$ cat src/rtl/kwd_pkg.sv
// Shared constants and types for the keyed watchdog.
// Assumes a four-word register map and a 3-bit prescale field.
package kwd_pkg;
    localparam int PSC_W = 3;

    localparam logic [1:0] A_CTRL = 2'd0;
    localparam logic [1:0] A_KEY  = 2'd1;
    localparam logic [1:0] A_WIN  = 2'd2;
    localparam logic [1:0] A_STAT = 2'd3;

    localparam int B_CHK  = 3;
    localparam int B_DIS  = 6;
    localparam int B_IRQ  = 7;
    localparam int B_LOCK = 8;

    localparam logic [2:0] CHK_OK   = 3'b101;
    localparam logic [7:0] KEY_ARM  = 8'h55;
    localparam logic [7:0] KEY_FIRE = 8'hAA;

    typedef struct packed {
        logic             lock;
        logic             irq_sel;
        logic             dis;
        logic [PSC_W-1:0] presc;
    } ctrl_t;

    localparam ctrl_t CTRL_RST = '{lock: 1'b0, irq_sel: 1'b0, dis: 1'b0, presc: 3'd1};
endpackage

$ cat src/rtl/kwd_prescale.sv
// Two-stage tick divider: a fixed divide by PREDIV, then a divide by
// 2^(p-1) selected by the prescale field (p = 0 acts as p = 1).
// Assumes clr restarts both stages so a timeout is exact from that edge.
module kwd_prescale
    import kwd_pkg::*;
#(
    parameter int PREDIV = 512
) (
    input  logic             clk,
    input  logic             rst_n,
    input  logic             clr,
    input  logic             tick,
    input  logic [PSC_W-1:0] presc,
    output logic             step_o
);
    localparam int EXT_W = (1 << PSC_W) - 2;

    logic             coarse;
    logic [PSC_W-1:0] p_eff;
    logic [EXT_W:0]   span;
    logic [EXT_W-1:0] ext_lim;
    logic [EXT_W-1:0] ext_q;

    generate
        if (PREDIV <= 1) begin : g_nodiv
            assign coarse = tick;
        end else begin : g_div
            localparam int DIV_W = $clog2(PREDIV);
            localparam logic [DIV_W-1:0] DIV_LAST = DIV_W'(PREDIV - 1);
            logic [DIV_W-1:0] div_q;

            // First stage: count ticks up to PREDIV
            always_ff @(posedge clk) begin
                if (!rst_n || clr)
                    div_q <= '0;
                else if (tick)
                    div_q <= (div_q == DIV_LAST) ? '0 : div_q + 1'b1;
            end

            assign coarse = tick && (div_q == DIV_LAST);
        end
    endgenerate

    // Second-stage limit from the prescale field
    always_comb begin
        p_eff   = (presc == '0) ? PSC_W'(1) : presc;
        span    = (EXT_W+1)'(1) << (p_eff - PSC_W'(1));
        ext_lim = EXT_W'(span - (EXT_W+1)'(1));
    end

    assign step_o = coarse && (ext_q >= ext_lim);

    // Second stage: count coarse pulses up to the selected limit
    always_ff @(posedge clk) begin
        if (!rst_n || clr)
            ext_q <= '0;
        else if (coarse)
            ext_q <= step_o ? '0 : ext_q + 1'b1;
    end
endmodule

$ cat src/rtl/kwd_keyseq.sv
// Two-byte service sequence detector. An arm byte sets the armed flag.
// A fire byte while armed completes a service. Any other byte disarms.
// Assumes key_wr is a single-cycle strobe per bus write.
module kwd_keyseq
    import kwd_pkg::*;
(
    input  logic       clk,
    input  logic       rst_n,
    input  logic       key_wr,
    input  logic [7:0] key,
    output logic       fire_o,
    output logic       armed_o
);
    logic armed_q;

    assign fire_o  = key_wr && armed_q && (key == KEY_FIRE);
    assign armed_o = armed_q;

    // Track the arm state across key writes
    always_ff @(posedge clk) begin
        if (!rst_n)
            armed_q <= 1'b0;
        else if (key_wr)
            armed_q <= (key == KEY_ARM);
    end
endmodule

$ cat src/rtl/kwd_regs.sv
// Control, window and interrupt-flag registers. A control write must
// carry the check pattern or it is dropped and flagged. The lock bit is
// set-only and forces the disable bit low.
// Assumes CNT_W <= 9 so the window fits the forwarded write bits.
module kwd_regs
    import kwd_pkg::*;
#(
    parameter int CNT_W = 8
) (
    input  logic             clk,
    input  logic             rst_n,
    input  logic             wr_en,
    input  logic [1:0]       addr,
    input  logic [8:0]       wfield,
    input  logic             set_irq,
    output ctrl_t            ctrl_o,
    output logic [CNT_W-1:0] win_o,
    output logic             irq_o,
    output logic             bad_chk_o
);
    logic ctrl_wr;
    logic win_wr;
    logic stat_wr;
    logic lock_next;

    // Decode writes and the check pattern
    always_comb begin
        ctrl_wr   = wr_en && (addr == A_CTRL);
        win_wr    = wr_en && (addr == A_WIN);
        stat_wr   = wr_en && (addr == A_STAT);
        bad_chk_o = ctrl_wr && (wfield[B_CHK +: 3] != CHK_OK);
        lock_next = ctrl_o.lock | wfield[B_LOCK];
    end

    // Control register, accepted only with a good check pattern
    always_ff @(posedge clk) begin
        if (!rst_n) begin
            ctrl_o <= CTRL_RST;
        end else if (ctrl_wr && !bad_chk_o) begin
            ctrl_o.presc   <= wfield[PSC_W-1:0];
            ctrl_o.irq_sel <= wfield[B_IRQ];
            ctrl_o.lock    <= lock_next;
            ctrl_o.dis     <= wfield[B_DIS] & ~lock_next;
        end
    end

    // Window threshold register
    always_ff @(posedge clk) begin
        if (!rst_n)
            win_o <= '0;
        else if (win_wr)
            win_o <= wfield[CNT_W-1:0];
    end

    // Interrupt flag: a set wins over a write-one clear
    always_ff @(posedge clk) begin
        if (!rst_n)
            irq_o <= 1'b0;
        else if (set_irq)
            irq_o <= 1'b1;
        else if (stat_wr && wfield[0])
            irq_o <= 1'b0;
    end
endmodule

$ cat src/rtl/keyed_watchdog.sv
// Keyed windowed watchdog top. Holds the timeout counter, merges the
// fault sources (overflow, bad check pattern, early service) and
// drives the reset pulse or the interrupt flag. Assumes DATA_W >= 16
// and CNT_W <= 8 so the status layout fits.
module keyed_watchdog
    import kwd_pkg::*;
#(
    parameter int PREDIV = 512,
    parameter int CNT_W  = 8,
    parameter int DATA_W = 16
) (
    input  logic              clk,
    input  logic              rst_n,
    input  logic              wd_tick,
    input  logic              wr_en,
    input  logic [1:0]        addr,
    input  logic [DATA_W-1:0] wdata,
    output logic [DATA_W-1:0] rdata,
    output logic              rst_req_o,
    output logic              irq_o
);
    localparam logic [CNT_W-1:0] CNT_MAX = '1;
    localparam int STAT_CNT_LSB = 8;

    ctrl_t            ctrl_q;
    logic [CNT_W-1:0] win_q;
    logic [CNT_W-1:0] cnt_q;
    logic             bad_chk;
    logic             fire;
    logic             armed;
    logic             step;
    logic             key_wr;
    logic             early;
    logic             svc_ok;
    logic             ovf;
    logic             fault;
    logic             set_irq;
    logic             psc_clr;
    logic             wdata_unused;

    assign wdata_unused = ^wdata[DATA_W-1:9];
    assign key_wr       = wr_en && (addr == A_KEY);

    kwd_regs #(.CNT_W(CNT_W)) u_regs (
        .clk       (clk),
        .rst_n     (rst_n),
        .wr_en     (wr_en),
        .addr      (addr),
        .wfield    (wdata[8:0]),
        .set_irq   (set_irq),
        .ctrl_o    (ctrl_q),
        .win_o     (win_q),
        .irq_o     (irq_o),
        .bad_chk_o (bad_chk)
    );

    kwd_keyseq u_keys (
        .clk     (clk),
        .rst_n   (rst_n),
        .key_wr  (key_wr),
        .key     (wdata[7:0]),
        .fire_o  (fire),
        .armed_o (armed)
    );

    kwd_prescale #(.PREDIV(PREDIV)) u_psc (
        .clk    (clk),
        .rst_n  (rst_n),
        .clr    (psc_clr),
        .tick   (wd_tick),
        .presc  (ctrl_q.presc),
        .step_o (step)
    );

    // Classify services and collect the fault sources
    always_comb begin
        early   = fire && !ctrl_q.dis && (win_q != '0) && (cnt_q < win_q);
        svc_ok  = fire && !early;
        ovf     = step && !ctrl_q.dis && !svc_ok && (cnt_q == CNT_MAX);
        fault   = ovf | bad_chk | early;
        set_irq = fault & ctrl_q.irq_sel;
        psc_clr = svc_ok | ctrl_q.dis;
    end

    // Timeout counter: cleared by a service or while disabled, wraps on overflow
    always_ff @(posedge clk) begin
        if (!rst_n)
            cnt_q <= '0;
        else if (ctrl_q.dis || svc_ok)
            cnt_q <= '0;
        else if (step)
            cnt_q <= cnt_q + 1'b1;
    end

    // One-cycle reset request for faults in reset mode
    always_ff @(posedge clk) begin
        if (!rst_n)
            rst_req_o <= 1'b0;
        else
            rst_req_o <= fault & ~ctrl_q.irq_sel;
    end

    // Read mux over the four registers
    always_comb begin
        rdata = '0;
        case (addr)
            A_CTRL: begin
                rdata[PSC_W-1:0] = ctrl_q.presc;
                rdata[B_DIS]     = ctrl_q.dis;
                rdata[B_IRQ]     = ctrl_q.irq_sel;
                rdata[B_LOCK]    = ctrl_q.lock;
            end
            A_KEY:  rdata[0] = armed;
            A_WIN:  rdata[CNT_W-1:0] = win_q;
            A_STAT: begin
                rdata[0]                      = irq_o;
                rdata[STAT_CNT_LSB +: CNT_W] = cnt_q;
            end
            default: rdata = '0;
        endcase
    end
endmodule

$ cat config.mk
export PLATFORM = sky130hd
export DESIGN_NAME = keyed_watchdog
export DESIGN_NICKNAME = d
export VERILOG_FILES = /design/src/rtl/kwd_pkg.sv /design/src/rtl/kwd_prescale.sv /design/src/rtl/kwd_keyseq.sv /design/src/rtl/kwd_regs.sv /design/src/rtl/keyed_watchdog.sv
export SDC_FILE = /design/constraint.sdc
export NUM_CORES = 1
export LEC_CHECK = 0
export BUFFER_PORTS_ARGS = -buffer_cell sky130_fd_sc_hd__buf_2
export CAP_MARGIN = 25
export CORE_UTILIZATION = 55
export CTS_CLUSTER_SIZE = 24
export DETAILED_ROUTE_END_ITERATION = 12
export GPL_TIMING_DRIVEN = 0
export MAX_ROUTING_LAYER = met4
export PLACE_DENSITY = 0.82
export SLEW_MARGIN = 20
export SYNTH_ARGS = -nofsm -noshare
export SYNTH_HDL_FRONTEND = slang
export SYNTH_SLANG_ARGS = --single-unit
$ cat constraint.sdc
create_clock -name clk -period 2.7 [get_ports clk]
set_input_delay 0.135 -clock clk [delete_from_list [all_inputs] [get_ports clk]]
set_output_delay 0.135 -clock clk [all_outputs]
set_load 0.02 [all_outputs]
# Yosys cells after proc, flatten, opt, wreduce, memory -nomap -nowiden
# Index checks and enable logic that the tools add are counted.
# totals
regBits	40
latch_bits	0
mem_bits_rw	0
rom_bits	0
input_bits	22
output_inout_bits	18
elab_cells	78
mem_count	0
# classes
add_sub_neg	5
n_mul	0
div	0
order_cmp	2
n_eq_ne	8
shift	1
muxes	11
bitwise	10
reduce_logical	30
# ops
op	count
1-bit logical AND	18
8-bit equality test, second input constant	2
9-bit by 1-bit adder with 9-bit output, second input constant	1
9-bit equality test, second input constant	1
9-bit 2-to-1 mux	1
8-bit by 1-bit adder with 8-bit output, second input constant	1
8-bit by 7-bit equality test with 1-bit output, second input constant	1
8-bit less-than comparator	1
2-bit case mux with 2 select lines	2
8-bit nonzero test	1
7-bit 2-to-1 mux	1
6-bit by 1-bit adder with 6-bit output, second input constant	1
6-bit greater-or-equal comparator	1
3-bit 2-to-1 mux	2
6-bit 2-to-1 mux	1
1-bit by 3-bit << shifter with 6-bit output, first input constant	1
6-bit by 1-bit subtractor with 6-bit output, second input constant	1
1-bit zero test	5
2-bit equality test, second input constant	2
1-bit bitwise OR	4
1-bit case mux with 4 select lines	1
1-bit bitwise AND	3
3-bit zero test	1
3-bit != test, second input constant	1
other kinds (9)	13

# Logic depth before layout (Yosys ltp)
# depth
word_depth	16
depth_mapped	9
ltp_nobuf	8

# Modules after synthesis
# From an unflattened synthesis, not the netlist that was laid out.
# unflattened
hier_cells	262
hier_area_um2	2333.5
# by_module_without_submodules
module	n_inst	cells_each	area_each_um2	seq_area_each_um2
keyed_watchdog	1	98	812.0	180.2
kwd_prescale	1	95	809.5	300.3
kwd_regs	1	60	618.1	300.3
kwd_keyseq	1	9	93.8	20.0

# Least setup slack after synthesis
# OpenSTA, ideal clock, no wires.
# synth_timing
path_kind	register -> register
start	register u_regs.ctrl_o[1] (netlist name)
end	register cnt_q[7]
setup_ps	116
arrival_time_ps	1904
t_required_ps	2584
setup_slack_ps	680
stages_incl_launch_ff	9
n_path_buf	0
period_less_slack_ps	2020
path_cell_list	dfxtp_1 -> a21oi_1 -> ha_1 -> or3b_4 -> a21oi_4 -> nor2_2 -> nor4_1 -> xnor2_1 -> nor2_2
# synth_between
elab_chain_cells	7
# synth_lines
item	line	text
3-bit zero test	kwd_prescale.sv:46	p_eff = (presc == '0) ? PSC_W'(1) : presc;
3-bit 2-to-1 mux (*)	kwd_prescale.sv:46	
3-bit by 1-bit subtractor with 3-bit output (*)	kwd_prescale.sv:47	span = (EXT_W+1)'(1) << (p_eff - PSC_W'(1));
1-bit by 3-bit << shifter with 6-bit output (*)	kwd_prescale.sv:47	
6-bit by 1-bit subtractor with 6-bit output (*)	kwd_prescale.sv:48	ext_lim = EXT_W'(span - (EXT_W+1)'(1));
6-bit greater-or-equal comparator (*)	kwd_prescale.sv:51	assign step_o = coarse && (ext_q >= ext_lim);
1-bit logical AND (*)	kwd_prescale.sv:51	
to (signal assigned)	keyed_watchdog.sv:92	cnt_q <= cnt_q + 1'b1;
to (decl)	keyed_watchdog.sv:27	logic [CNT_W-1:0] cnt_q;
# Mark *: on every way between the ends. The rest lies on a longest branch, timed or not.
# A chain may end at the register's enable or synchronous reset.

# Final worst setup path
# layout_timing
start	register u_regs.ctrl_o[1] (netlist name)
end	register u_regs.irq_o
# layout_between
elab_chain_cells	14
word_cells_on_any_way	15
classes_between	add/sub: 2; order compare: 1; shift: 1; mux: 2; bitwise: 3; reduce/logical: 6
# layout_lines
item	line	text
3-bit zero test	kwd_prescale.sv:46	
3-bit 2-to-1 mux (*)	kwd_prescale.sv:46	
3-bit by 1-bit subtractor with 3-bit output (*)	kwd_prescale.sv:47	
1-bit by 3-bit << shifter with 6-bit output (*)	kwd_prescale.sv:47	
6-bit by 1-bit subtractor with 6-bit output (*)	kwd_prescale.sv:48	
6-bit greater-or-equal comparator (*)	kwd_prescale.sv:51	
1-bit logical AND (*)	kwd_prescale.sv:51	
1-bit logical AND (*) (3 in a row)	keyed_watchdog.sv:79	ovf = step && !ctrl_q.dis && !svc_ok && (cnt_q == CNT_MAX);
1-bit bitwise OR (*) (2 in a row)	keyed_watchdog.sv:80	fault = ovf | bad_chk | early;
1-bit bitwise AND (*)	keyed_watchdog.sv:81	set_irq = fault & ctrl_q.irq_sel;
1-bit 2-to-1 mux / 2-bit nonzero test (equally long branches)	-	
to (signal assigned)	kwd_regs.sv:58	irq_o <= 1'b0;
to (signal assigned)	kwd_regs.sv:60	irq_o <= 1'b1;
to (signal assigned)	kwd_regs.sv:62	irq_o <= 1'b0;
to (decl)	kwd_regs.sv:18	output logic irq_o,
# Marked as above.

==> results.toml <==
[placed_design]
portBuffers = 31
dpl.hpwl_mm = 3.730
globalplace.congestion = 0.8708

[power]
p_comb_share_pct = 8.7
irDropWorstVdd_uv = 261.1
seq_power_share_pct = 49.9
power.leakage_nw = 1.053
switching_power_uw = 296.1
clkPwrFrac_pct = 41.4
power.density_nw_per_um2 = 460.0
p_sw_share_pct = 24.40
p_int_uw = 917.6

[cells_and_area]
regArea_sq_um = 800.8
layout_commonest_cell = "dfxtp_1"
diodes = 0
syn2layout_area_growth_pct = 14.43
final_cell_mix = "dfxtp_1, buf_2, nor2_1, nand2_1, ha_1"
drive_above_1_share_pct = 14.70
multi_input_area_sq_um = 1416
fillers = 356
nets = 354

[critical_path]
path_max_fanout = 7
cp-start-kind = "register"
critPathArrivalTime_ps = 2490
crit_type = "register to register"
required_ps = 2940
crit_path_end_kind = "register"

[timing]
skew_ps = 9.772
slew_headroom_pct = 55.98
hold_viol = 0
fin_crit_sh_pct = 83.29
setup_viol = 0
whs_ps = 116.9
rsz0062_at_grt = "no"
final_max_slew_viol_count = 0
fin_tns_setup_ps = 0
max_slew.worst_pin.slew_ps = 657.9
min_period_ps = 2249
max_freq_mhz = 444.7

[detailed_routing]
first_iter_violations = 114
via_count = 2035
drc = 0
wl_per_cell_um = 13.33
wl_mm = 4.838
via_per_inst = 5.606
drtPass1Iterations = 4
ant_nets = 0

[clock_network]
cts_tree = "built"
postCtsSetupRepairBufs = 0
cts_root_buf = "clkbuf_8"
cts_resized = 0
clk_latency_ps = 300
numCtsBuffers = 5
cts_htree_levels = 2
clk_pin_slew_ps = 80
cts_buffer_depth = 2
cts_sinks = 40
holdBufCountCts = 0

[floorplan]
die_w_um = 66.75
start_util_pct = 57.65
die-area_sq_um = 4456
num_io_pins = 40
coreArea_sq_um = 4000
die_h_um = 66.75
rows = 23

[logic_synthesis]
ys_ff_latch = 40
synth_nets = 316
ys_seq_area_share_pct = 34.73
synth_area_sq_um = 2306
avgSynthCellArea_sq_um = 8.416
syn_inst = 274
synthFlopType = "dfxtp_1"
async_flop_share_pct = 0
synth_cell_types = 44
synth_edf_count = 0
yosys_warnings = 0

[grt]
grt.busiest_layer = "met2"
globalRouteMet1Util_pct = 29.03
grt_max_degree = 15
grt_pass1_wl_mm = 8.169
grt-ovfl-total = 0
antenna_found_initial = 0
grt_pass1_vias = 1849
grtUsageTotal_pct = 25.14
use_met2_pct = 41.41
use_met3_pct = 6.507

[run_status]
outcome = "completed"

[worst_hold_path]
hp-class = "input pin to register"

[flow_run]
maxCapViolations = 0
[flip-flops by register name, summed over array words and instances (netlist names)]
| register | cells |
|---|---|
| cnt_q | 8 |
| u_psc.g_div.div_q | 9 |
| rst_req_o | 1 |
| u_keys.armed_o | 1 |
| u_psc.ext_q | 6 |
| u_regs.irq_o | 1 |
| u_regs.ctrl_o | 6 |
| u_regs.win_o | 8 |
[final timing paths]
path | startpoint | end | slack (ps) | cells past startpoint
max reg2reg | u_regs.ctrl_o[1] | u_regs.irq_o | 450 | 7
min | wdata[3] | u_regs.win_o[3] | 120 | 3
min reg2reg | u_regs.ctrl_o[4] | rst_req_o | 470 | 1
max | u_regs.ctrl_o[1] | u_regs.irq_o | 450 | 7
[metrics by stage]
step / area (sq um) / utilization (%) / power [mW] / cells / worst slack (ps)
2_1_floorplan: 2306 / - / 0.6874 / 274 / 679.7
3_3_place_gp: 2524 / 63.09 / 0.7218 / 355 / 469.3
3_5_place_dp: 2524 / 63.09 / 0.7249 / 355 / 485.7
4_1_cts: 2639 / 65.97 / 1.227 / 363 / 453.1
5_1_grt: 2639 / 65.97 / 1.272 / 363 / 269.9
6_report: 2639 / 65.97 / 1.214 / 363 / 451.1
[layout make-up]
cell class                      instances  area share [%]
Buffer                                  9           1.375
Clock buffer                            5           2.608
Clock inverter                          3           1.754
Inverter                               14           1.991
Multi-Input combinational cell        211           53.67
Sequential cell                        40           30.35
Tap cell                               50           2.371
Timing Repair Buffer                   31           5.880
[synth_stat cells (2+ instances only)]
| library cell | instances | area share (%) |
|---|---|---|
| and2_1 | 11 | 3.0 |
| a21oi_1 | 13 | 2.8 |
| nor2_1 | 26 | 4.2 |
| o21ai_0 | 5 | 1.1 |
| ha_1 | 20 | 11 |
| nor3b_1 | 2 | 0.65 |
| nand4_1 | 8 | 2.2 |
| xor2_1 | 9 | 3.4 |
| a21boi_0 | 8 | 2.6 |
| nor3_1 | 9 | 2.0 |
| a22oi_1 | 2 | 0.65 |
| mux2i_1 | 7 | 3.0 |
| and4_1 | 3 | 1.1 |
| nand3_1 | 18 | 3.9 |
| nor4_1 | 4 | 1.1 |
| xnor2_1 | 5 | 1.9 |
| nor2b_1 | 6 | 1.6 |
| nand4bb_1 | 2 | 0.98 |
| a22o_1 | 4 | 1.5 |
| nand2_1 | 24 | 3.9 |
| nand3b_1 | 3 | 0.98 |
| dfxtp_1 | 40 | 35 |
| o31ai_1 | 2 | 0.65 |
| inv_1 | 14 | 2.3 |
| nor2_2 | 2 | 0.54 |
| buf_2 | 2 | 0.43 |
| nand2b_1 | 2 | 0.54 |
| clkbuf_1 | 7 | 1.1 |
[routing by layer]
metal	part of all wire [%]	routed length, um
met3	3.8	185
met5	0	0
met1	48	2309
met4	1.7	80
met2	47	2262
[cells by family (layout without fill, tap and decap cells)]
group / count (synthesis) / in the layout / share of synthesized area [%]
AO/OA/AOI/OAI: 45 / 45 / 13.62
XOR/XNOR: 14 / 14 / 5.318
multiplexers: 7 / 7 / 3.039
adder cells (fa/ha/maj): 20 / 20 / 10.85
flip-flops: 40 / 40 / 34.73
AND/OR/NAND/NOR: 125 / 125 / 28.60
buffers and inverters: 23 / 62 / 3.853
[worst max-delay path, stage by stage, from the launching register on]
cell       delay [ps]
dfxtp_1           440
a21oi_1           110
ha_1              290
or3b_4            390
a21oi_4           190
o2111ai_1         180
o41a_1            460
o21ai_1           130
[power by group through the flow]
stage / logic [mW] / registers, mW / clock network [mW]
global placement: 0.103 / 0.619 / 0
global route: 0.119 / 0.607 / 0.546
CTS: 0.106 / 0.606 / 0.516
finish: 0.106 / 0.606 / 0.502
detailed placement: 0.105 / 0.620 / 0
floorplan: 0.0696 / 0.618 / 0
Note: power is estimated with default switching activity, not from simulation.
